`src/rtl/asram_pkg.sv`:
```
// Shared types for the asynchronous SRAM port controller.
// Assumes: exactly one transaction is in flight at a time.
package asram_pkg;
    typedef enum logic [1:0] {
        PH_IDLE    = 2'd0,
        PH_SETUP   = 2'd1,
        PH_ACCESS  = 2'd2,
        PH_RECOVER = 2'd3
    } phase_t;
endpackage

```
`src/rtl/asram_phase_seq.sv`:
```
// Phase sequencer: moves through IDLE, SETUP, ACCESS and RECOVER, holding each
// non-idle phase for its parameter number of clocks.
// Assumes: every phase length is at least one cycle; start is seen only in IDLE.
module asram_phase_seq
    import asram_pkg::*;
#(
    parameter int SETUP_CYC   = 1,
    parameter int ACCESS_CYC  = 2,
    parameter int RECOVER_CYC = 1
) (
    input  logic   clk,
    input  logic   rst_n,
    input  logic   start,
    output phase_t phase,
    output logic   last
);
    localparam int MAX_A  = (SETUP_CYC > ACCESS_CYC) ? SETUP_CYC : ACCESS_CYC;
    localparam int MAX_C  = (MAX_A > RECOVER_CYC) ? MAX_A : RECOVER_CYC;
    localparam int CNT_W  = (MAX_C < 2) ? 1 : $clog2(MAX_C);
    localparam logic [CNT_W-1:0] LD_SETUP   = CNT_W'(SETUP_CYC - 1);
    localparam logic [CNT_W-1:0] LD_ACCESS  = CNT_W'(ACCESS_CYC - 1);
    localparam logic [CNT_W-1:0] LD_RECOVER = CNT_W'(RECOVER_CYC - 1);

    logic [CNT_W-1:0] remain;

    // Phase ends when the remaining-cycle count reaches zero.
    assign last = (remain == '0);

    // Phase register and per-phase down counter.
    always_ff @(posedge clk) begin
        if (!rst_n) begin
            phase  <= PH_IDLE;
            remain <= '0;
        end else begin
            unique case (phase)
                PH_IDLE: begin
                    if (start) begin
                        phase  <= PH_SETUP;
                        remain <= LD_SETUP;
                    end
                end
                PH_SETUP: begin
                    if (last) begin
                        phase  <= PH_ACCESS;
                        remain <= LD_ACCESS;
                    end else begin
                        remain <= remain - CNT_W'(1);
                    end
                end
                PH_ACCESS: begin
                    if (last) begin
                        phase  <= PH_RECOVER;
                        remain <= LD_RECOVER;
                    end else begin
                        remain <= remain - CNT_W'(1);
                    end
                end
                PH_RECOVER: begin
                    if (last) begin
                        phase  <= PH_IDLE;
                        remain <= '0;
                    end else begin
                        remain <= remain - CNT_W'(1);
                    end
                end
                default: begin
                    phase  <= PH_IDLE;
                    remain <= '0;
                end
            endcase
        end
    end
endmodule

```
`src/rtl/asram_pin_drive.sv`:
```
// Pin decoder: turns the current phase and the latched request into memory
// control levels, address, lane enables and data-bus drive.
// Assumes: the phase and the request fields come straight from flops, so the
// pins change only just after a clock edge.
module asram_pin_drive
    import asram_pkg::*;
#(
    parameter int ADDR_W = 15,
    parameter int DATA_W = 16,
    parameter int LANES  = 2
) (
    input  phase_t              phase,
    input  logic                wr,
    input  logic [LANES-1:0]    mask,
    input  logic [ADDR_W-1:0]   addr,
    input  logic [DATA_W-1:0]   wdata,
    output logic [ADDR_W-1:0]   pin_addr,
    output logic                pin_ce_n,
    output logic                pin_we_n,
    output logic                pin_oe_n,
    output logic [LANES-1:0]    pin_be_n,
    output logic [DATA_W-1:0]   pin_dq_out,
    output logic                pin_dq_oe
);
    logic active;
    logic any_lane;
    logic in_access;
    logic in_tail;

    // Phase flags used by all pin equations.
    always_comb begin
        active    = (phase != PH_IDLE);
        any_lane  = |mask;
        in_access = (phase == PH_ACCESS);
        in_tail   = (phase == PH_ACCESS) || (phase == PH_RECOVER);
    end

    // Control and lane pins: standby in idle, strobe only in ACCESS.
    always_comb begin
        pin_addr   = addr;
        pin_ce_n   = !active;
        pin_be_n   = active ? ~mask : '1;
        pin_we_n   = !(in_access && wr && any_lane);
        pin_oe_n   = !(in_access && !wr && any_lane);
        pin_dq_oe  = in_tail && wr && any_lane;
        pin_dq_out = wdata;
    end
endmodule

```
`src/rtl/asram_read_capture.sv`:
```
// Read capture: samples the data pins on the last ACCESS clock of a read,
// zeroes the lanes that were not selected, and pulses a valid flag.
// Assumes: the memory output has settled within the ACCESS window.
module asram_read_capture
    import asram_pkg::*;
#(
    parameter int DATA_W = 16,
    parameter int LANES  = 2
) (
    input  logic              clk,
    input  logic              rst_n,
    input  phase_t            phase,
    input  logic              last,
    input  logic              wr,
    input  logic [LANES-1:0]  mask,
    input  logic [DATA_W-1:0] pin_dq,
    output logic [DATA_W-1:0] rd_data,
    output logic              rd_valid
);
    localparam int LANE_W = DATA_W / LANES;

    logic [DATA_W-1:0] keep;
    logic              take;

    // One keep-mask slice per byte lane.
    for (genvar g = 0; g < LANES; g++) begin : g_lane
        assign keep[g*LANE_W +: LANE_W] = {LANE_W{mask[g]}};
    end

    // Sample point: last cycle of ACCESS in a read.
    assign take = (phase == PH_ACCESS) && last && !wr;

    // Capture register and one-cycle valid pulse.
    always_ff @(posedge clk) begin
        if (!rst_n) begin
            rd_data  <= '0;
            rd_valid <= 1'b0;
        end else begin
            rd_valid <= take;
            if (take) begin
                rd_data <= pin_dq & keep;
            end
        end
    end
endmodule

```
`src/rtl/asram_port_ctrl.sv`:
```
// Top of the asynchronous SRAM port controller. Takes one request at a time
// from the internal bus, latches it, and runs the phase sequence that drives
// the memory pins.
// Assumes: the data pins are resolved outside this block from sram_dq_out and
// sram_dq_oe, and the memory's read data comes back on sram_dq_in.
module asram_port_ctrl
    import asram_pkg::*;
#(
    parameter int ADDR_W        = 15,
    parameter int DATA_W        = 16,
    parameter int LANES         = 2,
    parameter int CLK_PERIOD_NS = 8,
    parameter int T_AA_NS       = 10,
    parameter int SETUP_CYC     = 1,
    parameter int RECOVER_CYC   = 1
) (
    input  logic              clk,
    input  logic              rst_n,
    input  logic              req_valid,
    input  logic              req_write,
    input  logic [ADDR_W-1:0] req_addr,
    input  logic [DATA_W-1:0] req_wdata,
    input  logic [LANES-1:0]  req_mask,
    output logic              req_ready,
    output logic              busy,
    output logic [DATA_W-1:0] rd_data,
    output logic              rd_valid,
    output logic [ADDR_W-1:0] sram_addr,
    output logic              sram_ce_n,
    output logic              sram_we_n,
    output logic              sram_oe_n,
    output logic [LANES-1:0]  sram_be_n,
    output logic [DATA_W-1:0] sram_dq_out,
    output logic              sram_dq_oe,
    input  logic [DATA_W-1:0] sram_dq_in
);
    localparam int ACCESS_CYC = (T_AA_NS + CLK_PERIOD_NS - 1) / CLK_PERIOD_NS;

    phase_t            phase;
    logic              last;
    logic              accept;
    logic              lat_wr;
    logic [ADDR_W-1:0] lat_addr;
    logic [DATA_W-1:0] lat_wdata;
    logic [LANES-1:0]  lat_mask;

    // Handshake: a request is taken whenever the sequencer sits in IDLE.
    assign req_ready = (phase == PH_IDLE);
    assign busy      = !req_ready;
    assign accept    = req_valid && req_ready;

    // Request latch: holds the fields steady for the whole transaction.
    always_ff @(posedge clk) begin
        if (!rst_n) begin
            lat_wr    <= 1'b0;
            lat_addr  <= '0;
            lat_wdata <= '0;
            lat_mask  <= '0;
        end else if (accept) begin
            lat_wr    <= req_write;
            lat_addr  <= req_addr;
            lat_wdata <= req_wdata;
            lat_mask  <= req_mask;
        end
    end

    asram_phase_seq #(
        .SETUP_CYC  (SETUP_CYC),
        .ACCESS_CYC (ACCESS_CYC),
        .RECOVER_CYC(RECOVER_CYC)
    ) u_seq (
        .clk  (clk),
        .rst_n(rst_n),
        .start(accept),
        .phase(phase),
        .last (last)
    );

    asram_pin_drive #(
        .ADDR_W(ADDR_W),
        .DATA_W(DATA_W),
        .LANES (LANES)
    ) u_pins (
        .phase     (phase),
        .wr        (lat_wr),
        .mask      (lat_mask),
        .addr      (lat_addr),
        .wdata     (lat_wdata),
        .pin_addr  (sram_addr),
        .pin_ce_n  (sram_ce_n),
        .pin_we_n  (sram_we_n),
        .pin_oe_n  (sram_oe_n),
        .pin_be_n  (sram_be_n),
        .pin_dq_out(sram_dq_out),
        .pin_dq_oe (sram_dq_oe)
    );

    asram_read_capture #(
        .DATA_W(DATA_W),
        .LANES (LANES)
    ) u_rd (
        .clk     (clk),
        .rst_n   (rst_n),
        .phase   (phase),
        .last    (last),
        .wr      (lat_wr),
        .mask    (lat_mask),
        .pin_dq  (sram_dq_in),
        .rd_data (rd_data),
        .rd_valid(rd_valid)
    );
endmodule

```
`config.mk`:
```
export PLATFORM = sky130hd
export DESIGN_NAME = asram_port_ctrl
export DESIGN_NICKNAME = d
export VERILOG_FILES = /design/src/rtl/asram_pkg.sv /design/src/rtl/asram_phase_seq.sv /design/src/rtl/asram_pin_drive.sv /design/src/rtl/asram_read_capture.sv /design/src/rtl/asram_port_ctrl.sv
export SDC_FILE = /design/constraint.sdc
export NUM_CORES = 1
export LEC_CHECK = 0
export ABC_AREA = 1
export CORE_ASPECT_RATIO = 0.6
export CORE_MARGIN = 4
export CORE_UTILIZATION = 45
export CTS_CLUSTER_SIZE = 28
export DETAILED_ROUTE_END_ITERATION = 7
export GPL_TIMING_DRIVEN = 0
export PLACE_DENSITY_LB_ADDON = 0.12
export SLEW_MARGIN = 30
export SYNTH_ARGS = -nofsm -noshare
export SYNTH_HDL_FRONTEND = slang
export SYNTH_HIERARCHICAL = 1
export SYNTH_SLANG_ARGS = --single-unit
export TNS_END_PERCENT = 5
```
`constraint.sdc`:
```
create_clock -name clk -period 2.05 [get_ports clk]
set_clock_uncertainty 0.1 [all_clocks]
set_input_delay 0.5125 -clock clk [delete_from_list [all_inputs] [get_ports clk]]
set_output_delay 0.5125 -clock clk [all_outputs]
set_load 0.03 [all_outputs]
```
# == After elaboration in Yosys (flattened, before gate mapping) ==
# Cells that the tools add are included.
# totals
reg_bits,54
# op_classes
add_sub_neg,1
eq_ne,7
n_mux,10
bitwise,3
n_reduce_logical,20
# op_table
operator,n
16-bit AND,1
2-bit 2-to-1 mux,5
1-bit logical AND,9
2-bit one-hot mux with 4 select lines,1
2-bit != test (second input constant),3
1-bit logical NOT,5
2-bit equality test (second input constant),2
4-bit AND reduction,1
2-bit OR reduction,2
1-bit 2-to-1 mux,3
1-bit one-hot mux with 3 select lines,1
2-bit by 1-bit equality test with 1-bit output (second input constant),1
2-bit logical NOT,1
2-bit by 1-bit != test with 1-bit output (second input constant),1
2-bit NOT,1
2-bit nonzero test,1
1-bit logical OR,1
1-bit NOT,1
1-bit subtractor (second input constant),1

# == Logic depth before layout (Yosys ltp) ==
# depth
depth_word,4
mapped_depth,11
mapped_depth_nobuf,9

# == Modules after synthesis ==
# Netlist, hierarchy kept.
# modules_own_cells
module,instances,cells_per_inst,area_each_um2,seq_area_each_um2
asram_port_ctrl,1,227,1636.6,680.7
asram_read_capture,1,115,802.0,340.3
asram_pin_drive,1,44,290.3,0.0
asram_phase_seq,1,37,239.0,60.1

# == Worst setup path after synthesis ==
# No wires, ideal clock.
# synth_path
kind,reg2out
startpoint,register u_seq.phase[0]
endpoint,output port sram_be_n[0]
t_arrival_ns,1.181
required_ns,1.437
path_slack_ns,0.257
path_stages_with_launch,2
path_buffers,0
cell_sequence,dfxtp_1 > o21ai_0
# synth_between
elab_chain_cells,2
# synth_rtl
element,line_no,text
from (decl),asram_phase_seq.sv:14,"output phase_t phase,"
from (signal assigned),asram_phase_seq.sv:32,phase <= PH_IDLE;
from (signal assigned),asram_phase_seq.sv:38,phase <= PH_SETUP;
from (signal assigned),asram_phase_seq.sv:44,phase <= PH_ACCESS;
2-bit nonzero test,asram_pin_drive.sv:32,active = (phase != PH_IDLE);
2-bit 2-to-1 mux,asram_pin_drive.sv:42,pin_be_n = active ? ~mask : '1;
to (decl),asram_port_ctrl.sv:32,"output logic [LANES-1:0] sram_be_n,"
# Every way passes these cells.

# == Worst setup path in the final report ==
# layout_path
startpoint,register lat_addr[14]
endpoint,output port sram_addr[14]
# layout_rtl
element,line_no,text
from (decl),asram_port_ctrl.sv:43,logic [ADDR_W-1:0] lat_addr;
from (signal assigned),asram_port_ctrl.sv:61,lat_addr <= req_addr;
to (decl),asram_port_ctrl.sv:28,"output logic [ADDR_W-1:0] sram_addr,"
# No word-level cell between the ends.

==> run summary <==
The run finished with clean final reports. The detail-routed net length per standard cell is 12.4 um, and the total iterations of the first detailed-routing run is 4. The clock-pin slew of the registers on the worst-case setup and hold paths is 100 ps, and the number of warnings reported in the yosys synthesis log is 6. STA puts the critical path data arrival time at 1400 ps. The number of pins with negative max-slew slack in the final report is 0, and the number of global-route vias before repair is 2701. The tools report the nature of the critical path endpoint as an output pin.

The synthesized area divided by synthesized cell count was 7.02 sq um; the transition time of the tightest slew-check pin was 332 ps. The logs give 0 for the total congestion overflow after global routing and 0 for the initial antenna violation count. The post-route netlist has 21.6% of its cells at a drive strength greater than 1. The critical path is of the reg2out type. For this block, the initial DRC count from the detailed router was 124. The tools report the worst IR drop on VDD as 0.503 mV. On the critical path, the stage with the largest delay is an instance of sky130_fd_sc_hd__clkdlybuf4s50_1. The clock root buffer was sky130_fd_sc_hd__clkbuf_8. Setup repair after global routing could not meet its margin everywhere.

Summed over all instances, the cell type with the most area after synthesis is sky130_fd_sc_hd__dfxtp_1. Setup violations remaining at the end of the flow were counted as 0. The number of antenna diodes in the final layout is 0. The first global-routing pass estimated 12600 um of wire. The worst hold path class was reg2reg. The critical path goes through buf_4 > clkdlybuf4s50_1.

After synthesis, flip-flops and latches occupy 36.4% of the total area. The CTS buffer count was 5. For this run, the slowest stage of the critical path takes 650 ps. The number of primary I/O pins is 109, and the count of maximum capacitance violations is 0. The post-synthesis net count is 481, and the port buffer count is 107. The die height came out at 70.9 um. For the worst setup path, the data required time is 1440 ps. The worst pin sits at a relative slew slack of 77.8%. For this run, the total global-route usage over all layers was measured as 19.0%. Count of endpoints failing hold in the final timing report: 0. The logs give 0.00109 sq mm for the sequential cell area and 423 for the instance count of the mapped netlist. The worst path buffer plus inverter count came out at 2. Detailed routing inserted a total of 2883 vias. The final layout contains 597 nets.

TritonCTS built the clock tree. Relative to the synthesized area, the layout overhead comes to 40.4%. The placeable core region is 0.00625 sq mm. At the end of the flow the core is filled with cells to 66.7%.

STA classifies the critical path startpoint as a flip-flop. The final weighted congestion of routability-driven global placement was 0.809. Pin count of the biggest net entering global routing: 15.

For the finished layout, the period the worst path requires is 2010 ps. The later pin in the worst-skew pair is clocked with a latency of 300 ps. Counting the fill cells in the layout gives 604.

Sorting the synthesized cells by area gives the leading types as sky130_fd_sc_hd__dfxtp_1, sky130_fd_sc_hd__nand2_1, sky130_fd_sc_hd__nand3_1, sky130_fd_sc_hd__buf_4, sky130_fd_sc_hd__nor2_1. The run gives 0.00800 sq mm as the die footprint. The final layout contains routed wiring with a total length of 7680 um. Timing would allow up to 497 MHz.

The tools report the total number of clock tree sinks as 54. The maximum fanout along the worst path is 2. Among cell families on the critical path, the largest total delay comes from buffers and inverters. For this design the ratio of total power to cell area is 1270 mW/mm^2. The multi-input combinational cells in the finished layout cover a total of 0.00121 sq mm. The tools report the number of hold buffers added after CTS as 0. In this run the remaining antenna-violating nets after routing total 0. Final clock period utilization by the worst path: 98.1%.

The H-tree was split into 2 levels. For the number of library cell types mapped by synthesis, the log shows 20. The number of flip-flops and latches in the synthesized netlist works out to 54.

For this configuration, the core starts out at a cell density of 47.5%. In this run the static leakage power is 2.05 nW. In this run the biggest area consumer among cell types represents 36.4% of the synthesized area. For the detailed placement HPWL, the log shows 5870 um. The run gives 0 as the count of unresolved DRC violations after routing. Across all hold checks on the routed design, the worst slack comes to 390 ps.

The number of rows in the core area was 22; the horizontal die dimension was 113 um. The run gives 0 ps as the total negative slack. Summing every instance area after synthesis gives 0.00297 sq mm. The number of buffers between clock root and the deepest sink is 2. Ratio of routed vias to standard cells: 4.64.
## tightest hold or removal path: stages (launching register included)
cell                      delay, ps
sky130_fd_sc_hd__dfxtp_1        340
sky130_fd_sc_hd__a21oi_1         40
sky130_fd_sc_hd__nor2_1          80
## layer usage
layer | part of all wire, % | GRT usage, % | routed length, um | up-vias
met5 | 0 | 0 | 0 | -
li1 | - | - | - | 1505
met1 | 50 | 27.2 | 3820 | 1277
met4 | 0.35 | 3.47 | 27 | 0
met2 | 43 | 29.3 | 3320 | 97
met3 | 6.6 | 4.70 | 509 | 4
## through the flow
step                power, mW  cell area, sq um  std cells  setup slack, ps
global route             5.67              4170        622            -11.9
finish                   5.31              4170        622             39.2
CTS                      5.33              4210        620            -71.3
floorplan                3.75              2970        423              257
global placement         4.70              4140        614             -213
detailed placement       4.76              4140        614             -232
## cell usage in the layout (no fill, tap or decap)
| cell type | instances |
|---|---|
| sky130_fd_sc_hd__dfxtp_4 | 2 |
| sky130_fd_sc_hd__nor2_8 | 1 |
| sky130_fd_sc_hd__clkdlybuf4s50_1 | 69 |
| sky130_fd_sc_hd__nor2_4 | 1 |
| sky130_fd_sc_hd__buf_6 | 13 |
| sky130_fd_sc_hd__ha_1 | 5 |
| sky130_fd_sc_hd__nor2_1 | 63 |
| sky130_fd_sc_hd__inv_1 | 47 |
| sky130_fd_sc_hd__a21oi_1 | 42 |
| sky130_fd_sc_hd__nand3_1 | 53 |
| sky130_fd_sc_hd__nor2_2 | 2 |
| sky130_fd_sc_hd__buf_12 | 1 |
| sky130_fd_sc_hd__buf_4 | 64 |
| sky130_fd_sc_hd__dlymetal6s2s_1 | 1 |
| sky130_fd_sc_hd__a21oi_2 | 9 |
| sky130_fd_sc_hd__inv_2 | 4 |
| sky130_fd_sc_hd__dfxtp_1 | 52 |
| sky130_fd_sc_hd__nand2_1 | 79 |
| sky130_fd_sc_hd__clkbuf_1 | 1 |
| sky130_fd_sc_hd__o21ai_0 | 3 |
| sky130_fd_sc_hd__buf_2 | 10 |
| sky130_fd_sc_hd__clkbuf_8 | 7 |
| sky130_fd_sc_hd__clkdlybuf4s15_1 | 2 |
| sky130_fd_sc_hd__dlygate4sd2_1 | 5 |
| sky130_fd_sc_hd__clkbuf_2 | 2 |
## path summary, 6_finish.rpt
path | from | end | slack [ps] | depth (start not counted)
worst max-delay path | lat_addr[14]$_SDFFE_PN0P_ | sram_addr[14] | 40 | 2
worst min-delay path | lat_wdata[11]$_SDFFE_PN0P_ | lat_wdata[11]$_SDFFE_PN0P_ | 390 | 2
worst max register to register | u_seq/phase[0]$_SDFFE_PN0P_ | u_seq/phase[0]$_SDFFE_PN0P_ | 540 | 10
worst min register to register | lat_wdata[11]$_SDFFE_PN0P_ | lat_wdata[11]$_SDFFE_PN0P_ | 390 | 2
## logic make-up (layout without fill, tap and decap cells)
group / Yosys count / after routing / share of synthesized area [%]
AOI/OAI and AO/OA: 54 / 54 / 10.2
adders and majority gates: 5 / 5 / 2.11
buffers and inverters: 111 / 226 / 22.8
DFF: 54 / 54 / 36.4
and+or+nand+nor: 199 / 199 / 28.4
## Yosys cell counts, drive strengths merged
library cell / instances
nand2: 79
nor2: 67
buf: 57
dfxtp: 54
nand3: 53
a21oi: 51
inv: 51
ha: 5
clkbuf: 3
o21ai: 3
## cell type report
type | instances | share of cell area (%)
Buffer | 60 | 11.7
Tap cell | 84 | 2.52
Multi-Input combinational cell | 258 | 29.0
Timing Repair Buffer | 109 | 24.1
Inverter | 51 | 4.59
Sequential cell | 54 | 26.1
Clock buffer | 6 | 1.98
## what timing repair did
item,in CTS,in global routing
hold endpoints to repair,0,0
resized for setup,19,27
pin swaps,0,1
setup buffers,0,2
setup endpoints to repair,14,28
## power by group
group	internal, mW	switching, mW	total, mW
combinational	1.38	1.76	3.14
clock	0.262	0.335	0.597
sequential	1.35	0.226	1.57
## sequential cells by signal, summed over array words and instances, names as in the netlist
signal         flops
lat_addr          15
lat_mask           2
lat_wdata         16
lat_wr             1
u_rd/rd_data      16
u_rd/rd_valid      1
u_seq/phase        2
u_seq/remain       1
(Power assumes the default switching activity.)
